File: src/rtl/irq_prio_pkg.sv
package irq_prio_pkg;

    localparam int LVL_W = 3;
    localparam logic [LVL_W-1:0] LVL_TOP = '1;

    typedef logic [LVL_W-1:0] level_t;

    typedef enum logic [0:0] {
        ST_IDLE = 1'b0,
        ST_REQ  = 1'b1
    } ctl_state_e;

endpackage

File: src/rtl/irq_pend_bank.sv
module irq_pend_bank #(
    parameter int N_SRC = 8
) (
    input  logic             clk,
    input  logic             rst_n,
    input  logic [N_SRC-1:0] set_i,
    input  logic [N_SRC-1:0] clr_i,
    output logic [N_SRC-1:0] pend_o
);

    genvar gi;
    generate
        for (gi = 0; gi < N_SRC; gi++) begin : g_flag
            always_ff @(posedge clk or negedge rst_n) begin
                if (!rst_n) begin
                    pend_o[gi] <= 1'b0;
                end else if (set_i[gi]) begin
                    pend_o[gi] <= 1'b1;
                end else if (clr_i[gi]) begin
                    pend_o[gi] <= 1'b0;
                end
            end
        end
    endgenerate

endmodule

File: src/rtl/irq_prio_arbiter.sv
module irq_prio_arbiter
    import irq_prio_pkg::*;
#(
    parameter int N_SRC = 8,
    localparam int IDX_W = (N_SRC > 1) ? $clog2(N_SRC) : 1
) (
    input  logic [N_SRC-1:0]       pend_i,
    input  logic [N_SRC-1:0]       en_i,
    input  logic [N_SRC*LVL_W-1:0] prio_i,
    input  level_t                 level_i,
    output logic                   win_valid_o,
    output logic [IDX_W-1:0]       win_idx_o,
    output level_t                 win_prio_o
);

    logic [N_SRC-1:0] elig;
    level_t           prio_a [N_SRC];

    genvar gi;
    generate
        for (gi = 0; gi < N_SRC; gi++) begin : g_elig
            assign prio_a[gi] = prio_i[gi*LVL_W +: LVL_W];
            assign elig[gi]   = pend_i[gi] && en_i[gi] &&
                                (prio_a[gi] != '0) && (prio_a[gi] > level_i);
        end
    endgenerate

    always_comb begin
        win_valid_o = 1'b0;
        win_idx_o   = '0;
        win_prio_o  = '0;
        for (int i = 0; i < N_SRC; i++) begin
            if (elig[i] && (!win_valid_o || (prio_a[i] > win_prio_o))) begin
                win_valid_o = 1'b1;
                win_idx_o   = IDX_W'(i);
                win_prio_o  = prio_a[i];
            end
        end
    end

endmodule

File: src/rtl/irq_level_stack.sv
module irq_level_stack
    import irq_prio_pkg::*;
#(
    parameter int DEPTH = 8,
    localparam int PTR_W = (DEPTH > 1) ? $clog2(DEPTH) : 1,
    localparam int CNT_W = $clog2(DEPTH + 1)
) (
    input  logic   clk,
    input  logic   rst_n,
    input  logic   push_i,
    input  level_t push_data_i,
    input  logic   pop_i,
    output logic   top_valid_o,
    output level_t top_data_o,
    output logic   ovf_o
);

    level_t           mem [DEPTH];
    logic [CNT_W-1:0] cnt_q;
    logic             full;

    assign full        = (cnt_q == CNT_W'(DEPTH));
    assign top_valid_o = (cnt_q != '0);
    assign top_data_o  = mem[PTR_W'(cnt_q - 1'b1)];

    always_ff @(posedge clk or negedge rst_n) begin
        if (!rst_n) begin
            cnt_q <= '0;
            ovf_o <= 1'b0;
        end else if (push_i) begin
            if (full) begin
                ovf_o <= 1'b1;
            end else begin
                cnt_q <= cnt_q + 1'b1;
            end
        end else if (pop_i && top_valid_o) begin
            cnt_q <= cnt_q - 1'b1;
        end
    end

    always_ff @(posedge clk) begin
        if (push_i && !full) begin
            mem[PTR_W'(cnt_q)] <= push_data_i;
        end
    end

    a_r10_ovf_sticky: assert property (@(posedge clk) disable iff (!rst_n)
        ovf_o |=> ovf_o);

    a_r10_count_bound: assert property (@(posedge clk) disable iff (!rst_n)
        cnt_q <= CNT_W'(DEPTH));

    a_r9_empty_pop_hold: assert property (@(posedge clk) disable iff (!rst_n)
        (pop_i && !push_i && !top_valid_o) |=> (cnt_q == '0));

endmodule

File: src/rtl/irq_prio_ctrl.sv
module irq_prio_ctrl
    import irq_prio_pkg::*;
#(
    parameter int N_SRC = 8,
    parameter int STACK_DEPTH = 8,
    localparam int IDX_W = (N_SRC > 1) ? $clog2(N_SRC) : 1
) (
    input  logic                   clk,
    input  logic                   rst_n,
    input  logic [N_SRC-1:0]       irq_in,
    input  logic [N_SRC-1:0]       src_en,
    input  logic [N_SRC*LVL_W-1:0] src_prio,
    input  logic                   nest_disable,
    input  logic                   lvl_wr_en,
    input  logic [LVL_W-1:0]       lvl_wr_data,
    input  logic                   int_ack,
    input  logic                   rfi,
    output logic                   int_req,
    output logic [IDX_W-1:0]       int_src,
    output logic [LVL_W-1:0]       int_prio,
    output logic [LVL_W-1:0]       cpu_level,
    output logic [N_SRC-1:0]       pending,
    output logic                   stack_ovf
);

    ctl_state_e       state_q, state_d;
    level_t           level_q, level_d;
    logic [IDX_W-1:0] sel_src_q;
    level_t           sel_prio_q;

    logic             win_valid;
    logic [IDX_W-1:0] win_idx;
    level_t           win_prio;

    logic             accept, pop_fire, sw_write;
    logic [N_SRC-1:0] clr_vec;
    logic             stk_valid;
    level_t           stk_top;

    irq_pend_bank #(.N_SRC(N_SRC)) u_pend (
        .clk    (clk),
        .rst_n  (rst_n),
        .set_i  (irq_in),
        .clr_i  (clr_vec),
        .pend_o (pending)
    );

    irq_prio_arbiter #(.N_SRC(N_SRC)) u_arb (
        .pend_i      (pending),
        .en_i        (src_en),
        .prio_i      (src_prio),
        .level_i     (level_q),
        .win_valid_o (win_valid),
        .win_idx_o   (win_idx),
        .win_prio_o  (win_prio)
    );

    irq_level_stack #(.DEPTH(STACK_DEPTH)) u_stack (
        .clk         (clk),
        .rst_n       (rst_n),
        .push_i      (accept),
        .push_data_i (level_q),
        .pop_i       (pop_fire),
        .top_valid_o (stk_valid),
        .top_data_o  (stk_top),
        .ovf_o       (stack_ovf)
    );

    // Event ranking: accept, then return, then software write.
    assign accept   = (state_q == ST_REQ) && int_ack;
    assign pop_fire = !accept && rfi && stk_valid;
    assign sw_write = !accept && !rfi && lvl_wr_en && !nest_disable;

    always_comb begin
        clr_vec = '0;
        if (accept) begin
            clr_vec[sel_src_q] = 1'b1;
        end
    end

    always_comb begin
        level_d = level_q;
        if (accept) begin
            level_d = nest_disable ? LVL_TOP : sel_prio_q;
        end else if (pop_fire) begin
            level_d = stk_top;
        end else if (sw_write) begin
            level_d = lvl_wr_data;
        end
    end

    // Next-state logic: raise, rearbitrate, accept, withdraw.
    always_comb begin
        state_d = state_q;
        unique case (state_q)
            ST_IDLE: begin
                if (win_valid) begin
                    state_d = ST_REQ;
                end
            end
            ST_REQ: begin
                if (accept) begin
                    state_d = ST_IDLE;
                end else if (!win_valid) begin
                    state_d = ST_IDLE;
                end
            end
            default: state_d = ST_IDLE;
        endcase
    end

    always_ff @(posedge clk or negedge rst_n) begin
        if (!rst_n) begin
            state_q    <= ST_IDLE;
            level_q    <= '0;
            sel_src_q  <= '0;
            sel_prio_q <= '0;
        end else begin
            state_q <= state_d;
            level_q <= level_d;
            if (state_d == ST_REQ) begin
                sel_src_q  <= win_idx;
                sel_prio_q <= win_prio;
            end
        end
    end

    always_comb begin
        int_req   = (state_q == ST_REQ);
        int_src   = sel_src_q;
        int_prio  = sel_prio_q;
        cpu_level = level_q;
    end

    a_r3_offer_nonzero: assert property (@(posedge clk) disable iff (!rst_n)
        int_req |-> (int_prio != '0));

    a_r6_accept_loads_prio: assert property (@(posedge clk) disable iff (!rst_n)
        (int_req && int_ack && !nest_disable) |=> (cpu_level == $past(int_prio)));

    a_r6_offer_drops: assert property (@(posedge clk) disable iff (!rst_n)
        (int_req && int_ack) |=> !int_req);

    a_r7_lock_level: assert property (@(posedge clk) disable iff (!rst_n)
        (int_req && int_ack && nest_disable) |=> (cpu_level == LVL_TOP));

    a_r8_write_ignored: assert property (@(posedge clk) disable iff (!rst_n)
        (nest_disable && lvl_wr_en && !int_ack && !rfi) |=> $stable(cpu_level));

    a_r12_stray_ack: assert property (@(posedge clk) disable iff (!rst_n)
        (!int_req && int_ack && !rfi && !lvl_wr_en) |=> $stable(cpu_level));

endmodule

File: config.mk
export PLATFORM = sky130hd
export DESIGN_NAME = irq_prio_ctrl
export DESIGN_NICKNAME = d
export VERILOG_FILES = /design/src/rtl/irq_prio_pkg.sv /design/src/rtl/irq_pend_bank.sv /design/src/rtl/irq_prio_arbiter.sv /design/src/rtl/irq_level_stack.sv /design/src/rtl/irq_prio_ctrl.sv
export SDC_FILE = /design/constraint.sdc
export NUM_CORES = 1
export LEC_CHECK = 0
export ABC_AREA = 1
export BUFFER_PORTS_ARGS = -buffer_cell sky130_fd_sc_hd__buf_2
export CORE_UTILIZATION = 28
export CTS_CLUSTER_SIZE = 24
export DETAILED_ROUTE_END_ITERATION = 12
export PLACE_DENSITY = 0.57
export SYNTH_ARGS = -nofsm -noshare
export SYNTH_HDL_FRONTEND = slang
export SYNTH_SLANG_ARGS = --single-unit
File: constraint.sdc
create_clock -name clk -period 15.3 [get_ports clk]
set_clock_uncertainty 0.1 [all_clocks]
set_input_delay 2.295 -clock clk [delete_from_list [all_inputs] [get_ports clk]]
set_output_delay 2.295 -clock clk [all_outputs]
set_load 0.005 [all_outputs]
[Word level (Yosys, flattened, before mapping)]
Memory sizes are Yosys's and may differ from the RTL's.
Cells that the tools add are included.
Operators by class
  eq/ne operators: 2
  multiplexer cells: 54
  order comparisons: 17
  reduce and logical (&&, ||, !) cells: 79
  bitwise logic cells: 1
  add/subtract/negate cells: 2
Operators with widths (count)
  $mux 3: 16
  $gt 3x3->1: 15
  $logic_and 1x1->1: 40
  $mux 1: 30
  $reduce_bool 3->1: 9
  $reduce_bool 2->1: 9
  $mux 4: 3
  $logic_not 1->1: 11
  $mux 8: 1
  $logic_or 1x1->1: 7
  $add 4x1->4 const B: 1
  $eq 4x4->1 const B: 1
  $lt 3x4->1 const B: 1
  $mux 2: 2
  $reduce_and 2->1: 2
  $reduce_bool 4->1: 1
  $sub 4x1->4 const B: 1
  $demux 1 s3: 1
  $ge 3x1->1 const B: 1
  $ne 2x2->1 const B: 1
  $pmux 1 s2: 1
  $not 1->1: 1
Storage, ports and cells
  bits in registers: 23
  memory bits (writable): 24
  memories kept: 1
Memory list
  u_stack.mem: depth 8, width 3, rd ports 1, clocked after Yosys merged registers in 0, wr ports 1, line irq_level_stack.sv:18  | level_t mem [DEPTH];

[Logic depth before layout (Yosys ltp)]
  depth in word-level cells: 35
  depth in mapped cells: 69

[Modules after synthesis]
Synthesis repeated with hierarchy kept, for this count alone.
Second synthesis, totals
  cell total of the unflattened synthesis: 541
  area, all modules: 4071.4 µm²
By module, submodules not included
  irq_prio_arbiter: area an instance 1696.6 µm², instances 1, cells an instance 282, sequential area each 0.0 µm²
  irq_level_stack: area an instance 1447.6 µm², instances 1, cells an instance 139, sequential area each 845.8 µm²
  irq_prio_ctrl: area an instance 606.8 µm², instances 1, cells an instance 80, sequential area each 250.2 µm²
  irq_pend_bank: area an instance 320.3 µm², instances 1, cells an instance 40, sequential area each 200.2 µm²

[Worst setup path after synthesis]
Ideal clock, no wire load.
  kind: input to register
  start: input port src_prio[2]
  end: register sel_src_q[2] (netlist: int_src[2])
  arrival time: 9552 ps
  data required time: 15080 ps
  path buffers: 0
  slack: 5528 ps
  cell stages on the path: 66
  cell sequence: ha_1 > nand3_1 > nand3_1 > nor2_2 > nand2_1 > ha_1 > nand2_1 > o21ai_0 > nand2_1 > nand2_1 > nand2_2 > nand2_1 > nand2_1 > ha_1 > a21oi_1 > o21ai_0 > nand2_1 > nand2_1 > [... 30 more ...] > ha_1 > nand2_1 > o21ai_0 > nand2_1 > nand2_1 > nand2_1 > inv_1 > nand2_1 > and2_1 > ha_1 > a21oi_1 > o21ai_0 > nand2_1 > nand2_2 > nand2_4 > nand2_2 > inv_2 > a21oi_2
On the way
  longest elaborated chain between the ends: 35
  elaborated cells between the ends (all ways): 54
RTL lines
  start, declared: line irq_prio_ctrl.sv:12  | input logic [N_SRC*LVL_W-1:0] src_prio,
  parallel branches: the longest is 35 deep, another holds $gt 3x3->1
  end signal, assigned: line irq_prio_ctrl.sv:122  | sel_src_q <= win_idx;
  end, declared: line irq_prio_ctrl.sv:28  | logic [IDX_W-1:0] sel_src_q;
Several ways; the timed one is not identified.
A chain may end at the register's enable or synchronous reset.

[Final worst setup path]
  start: input port src_prio[2]
  end: register sel_prio_q[0] (netlist: int_prio[0])
On the way
  longest elaborated chain between the ends: 35
  elaborated cells between the ends (all ways): 51
RTL lines
  parallel branches: the longest is 35 deep, another holds $gt 3x3->1
  end signal, assigned: line irq_prio_ctrl.sv:123  | sel_prio_q <= win_prio;
  end, declared: line irq_prio_ctrl.sv:29  | level_t sel_prio_q;
Several ways; the timed one is not identified.

==> flow_summary.ini <==
[cells_and_area]
num_antenna_cells = 0
layout_commonest_cell = nand2_1
stdcell_count = 716
layout_common_cells = 111 x nand2_1, 67 x buf_2, 60 x inv_1, 48 x nand3_1, 47 x ha_1
ff_latch_area_sq_um = 1300
syn_to_final_growth_pct = 19.7
layout-drive-gt1-share = 0.182
nets = 639
fillerInstances = 1326
multi_input_area_sq_um = 2150

[synthesis]
yosys_warnings = 0
synth_area_leader_cell = edfxtp_1
synth.top_cell.area_share = 0.194
syn_avg_cell_area_sq_um = 7.84
syn-cell-area_sq_um = 3710
ys_seq_elements = 47
syn_nets = 569
netlist-cell-type-count = 41
yosysSeqAreaShare = 0.350
postSynthCellCount = 473
synth_area_leaders = edfxtp_1 19%, ha_1 16%, dfrtp_1 16%, nand2_1 11%, nand3_1 6.5%

[critical_path]
regToRegSetupSlack_ns = 5.77
crit_start = src_prio[2]
critical_path.most_common_cell = nand2_1
cp.arrival_ns = 10.69
cp-start-kind = input pin
cpPeakStageDelay_ns = 0.33
end_kind = register
cp.required_ns = 15.38
worstPathMaxFanout = 6
crit_type = input pin to register
r2r_cells = 68
regToRegStartpoint = cpu_level[2]$_DFFE_PN0P_
timing.rr.end = int_prio[0]$_DFFE_PN0P_
cpMaxStageDelayCell = ha_1

[routing]
via_per_inst = 4.81
ant_nets = 0
wl_per_cell_um = 13.4
firstDrtPassIters = 5
drt_wl_total_um = 9590
vias = 3445
drc = 0
drt_iter0_drc = 136

[grt]
grt_max_degree = 24
grt_pass1_vias = 3346
grt_pass1_wl_um = 15700
antenna_found_initial = 0
overflow = 0
grt_util_all_layers = 0.149

[timing]
finalCritPeriodShare = 0.694
setup_tns_ns = 0
hold_viol = 0
drv_slew = 0
rsz0062_at_grt = false
setup-violations-final = 0
max_freq_ghz = 0.0942
tightest_slew_ns = 0.801
slew_headroom = 0.461
fin_crit_ns = 10.61

[floorplanning]
rows = 41
io_pins = 68
coreArea_sq_um = 12800
die_w_um = 117
die_area_sq_um = 13700
die_y_um = 117
start_util = 0.290

[place]
gp_congestion = 0.836
placedCellCount = 708
hpwl_um = 7550
io_buffers = 67

[clock_tree]
insertion_delay_ns = 0.29
cts.hold.buffers_added = 0
cts_buffer_depth = 2
postCtsSetupBuffers = 0
cts_root_buffer = clkbuf_16
htreeDepth = 2
cts_tree = done
cts_made_buffers = 5
clkTransAtPathRegs_ns = 0.07
clock-sinks = 47
cts.repair.resized = 0

[min_path]
min_to = u_stack.ovf_o$_DFFE_PN0P_
hold_depth = 2
holdCritStartpoint = u_stack.ovf_o$_DFFE_PN0P_
min_path_type = register to register

[run_status]
status = complete, no violations

[job]
maxCapViolations = 0

[pwr]
static-leakage-power_nw = 2.19
ir_drop_v = 0.0000735
cellPowerDensity_nw_per_um2 = 208
## synth_stat cells
cell type  instances
nand2_1          111
ha_1              47
nor3_1             7
mux2i_1            3
or2_4              1
clkinv_1           1
o31ai_1            1
nor2_2             2
and2_1             9
xor2_1             3
xnor2_1            1
a31oi_1            3
or2_2              2
o21ai_1            1
a21oi_2            3
dfrtp_1           23
o311ai_0           1
o211ai_1           4
edfxtp_1          24
a211oi_2           1
nand3_1           48
a21oi_1           12
buf_1              2
nor2_1            35
a41oi_1            3
nand2_4            1
a211oi_1           5
nand3b_1           3
nor2_4             2
buf_2              1
nand3_2            2
clkbuf_1           2
nand4_1            1
nor3_4             1
nand2_2            5
inv_2              3
nor4_1             3
o32ai_1            3
o221ai_1           3
o21ai_0           30
inv_1             60
## layer usage
| layer | wire length [um] | vias to the layer above | GRT usage | part of all wire |
|---|---|---|---|---|
| li1 | - | 1749 | - | - |
| met5 | 0 | - | 0 | 0 |
| met1 | 4310 | 1595 | 0.186 | 0.45 |
| met4 | 142 | 0 | 0.0371 | 0.015 |
| met3 | 392 | 13 | 0.0227 | 0.041 |
| met2 | 4740 | 88 | 0.269 | 0.49 |
## critical path: cells and delay by family
family                     cells  cell delay (ns)
AOI/OAI and AO/OA             11             1.39
adders and majority gates      8             2.48
buffers and inverters          5             0.59
and+or+nand+nor               43             3.91
## area by class of cell
| type | instances | area share |
|---|---|---|
| clock buffers | 6 | 0.0338 |
| clock inverters | 2 | 0.00931 |
| inverters | 64 | 0.0541 |
| multi-input cells | 357 | 0.485 |
| flip-flops and latches | 47 | 0.292 |
| well taps | 172 | 0.0485 |
| repair buffers | 68 | 0.0773 |
## how the worst max path moves through the flow
stage	end	slack [ns]	depth (start not counted)
after floorplan	int_src[2]$_DFFE_PN0P_	5.53	66
after global placement	int_prio[0]$_DFFE_PN0P_	4.79	66
after detailed placement	int_prio[1]$_DFFE_PN0P_	4.46	66
after CTS	int_prio[1]$_DFFE_PN0P_	4.76	67
after global routing	int_prio[0]$_DFFE_PN0P_	3.57	67
final	int_prio[0]$_DFFE_PN0P_	4.69	67
## sequential cells by signal, summed over array words and instances (netlist names)
| name | count |
|---|---|
| cpu_level | 3 |
| u_stack.cnt_q | 4 |
| u_stack.mem | 24 |
| u_stack.ovf_o | 1 |
| int_src | 3 |
| int_prio | 3 |
| u_pend.pend_o | 8 |
| int_req | 1 |
## cell families (layout without fill, tap and decap cells)
family | after synthesis | count (layout) | synth area share
XOR/XNOR | 4 | 4 | 0.00945
multiplexers | 3 | 3 | 0.00810
flip-flops | 47 | 47 | 0.350
AO/OA/AOI/OAI | 70 | 70 | 0.117
AND/OR/NAND/NOR | 233 | 233 | 0.287
buffers and inverters | 69 | 140 | 0.0702
adder cells (fa/ha/maj) | 47 | 47 | 0.159
## report_power, final
group | total, W | switching (W) | internal [W]
sequential | 0.000209 | 0.0000355 | 0.000174
clock | 0.000138 | 0.0000495 | 0.0000882
combinational | 0.000578 | 0.000359 | 0.000219
total | 0.000925 | 0.000444 | 0.000481
## per-stage QoR
stage | total power (W) | utilization | hold slack [ns] | cell area [sq um] | setup WS, ns
after floorplan | 0.000635 | - | 0.360 | 3710 | 5.53
after detailed placement | 0.000788 | 0.332 | 0.381 | 4250 | 4.46
after CTS | 0.000930 | 0.347 | 0.397 | 4440 | 4.76
after global placement | 0.000765 | 0.332 | 0.401 | 4250 | 4.79
after global routing | 0.00103 | 0.347 | 0.458 | 4440 | 3.57
final | 0.000925 | 0.347 | 0.389 | 4440 | 4.69
Power figures use the tool's default switching activity.
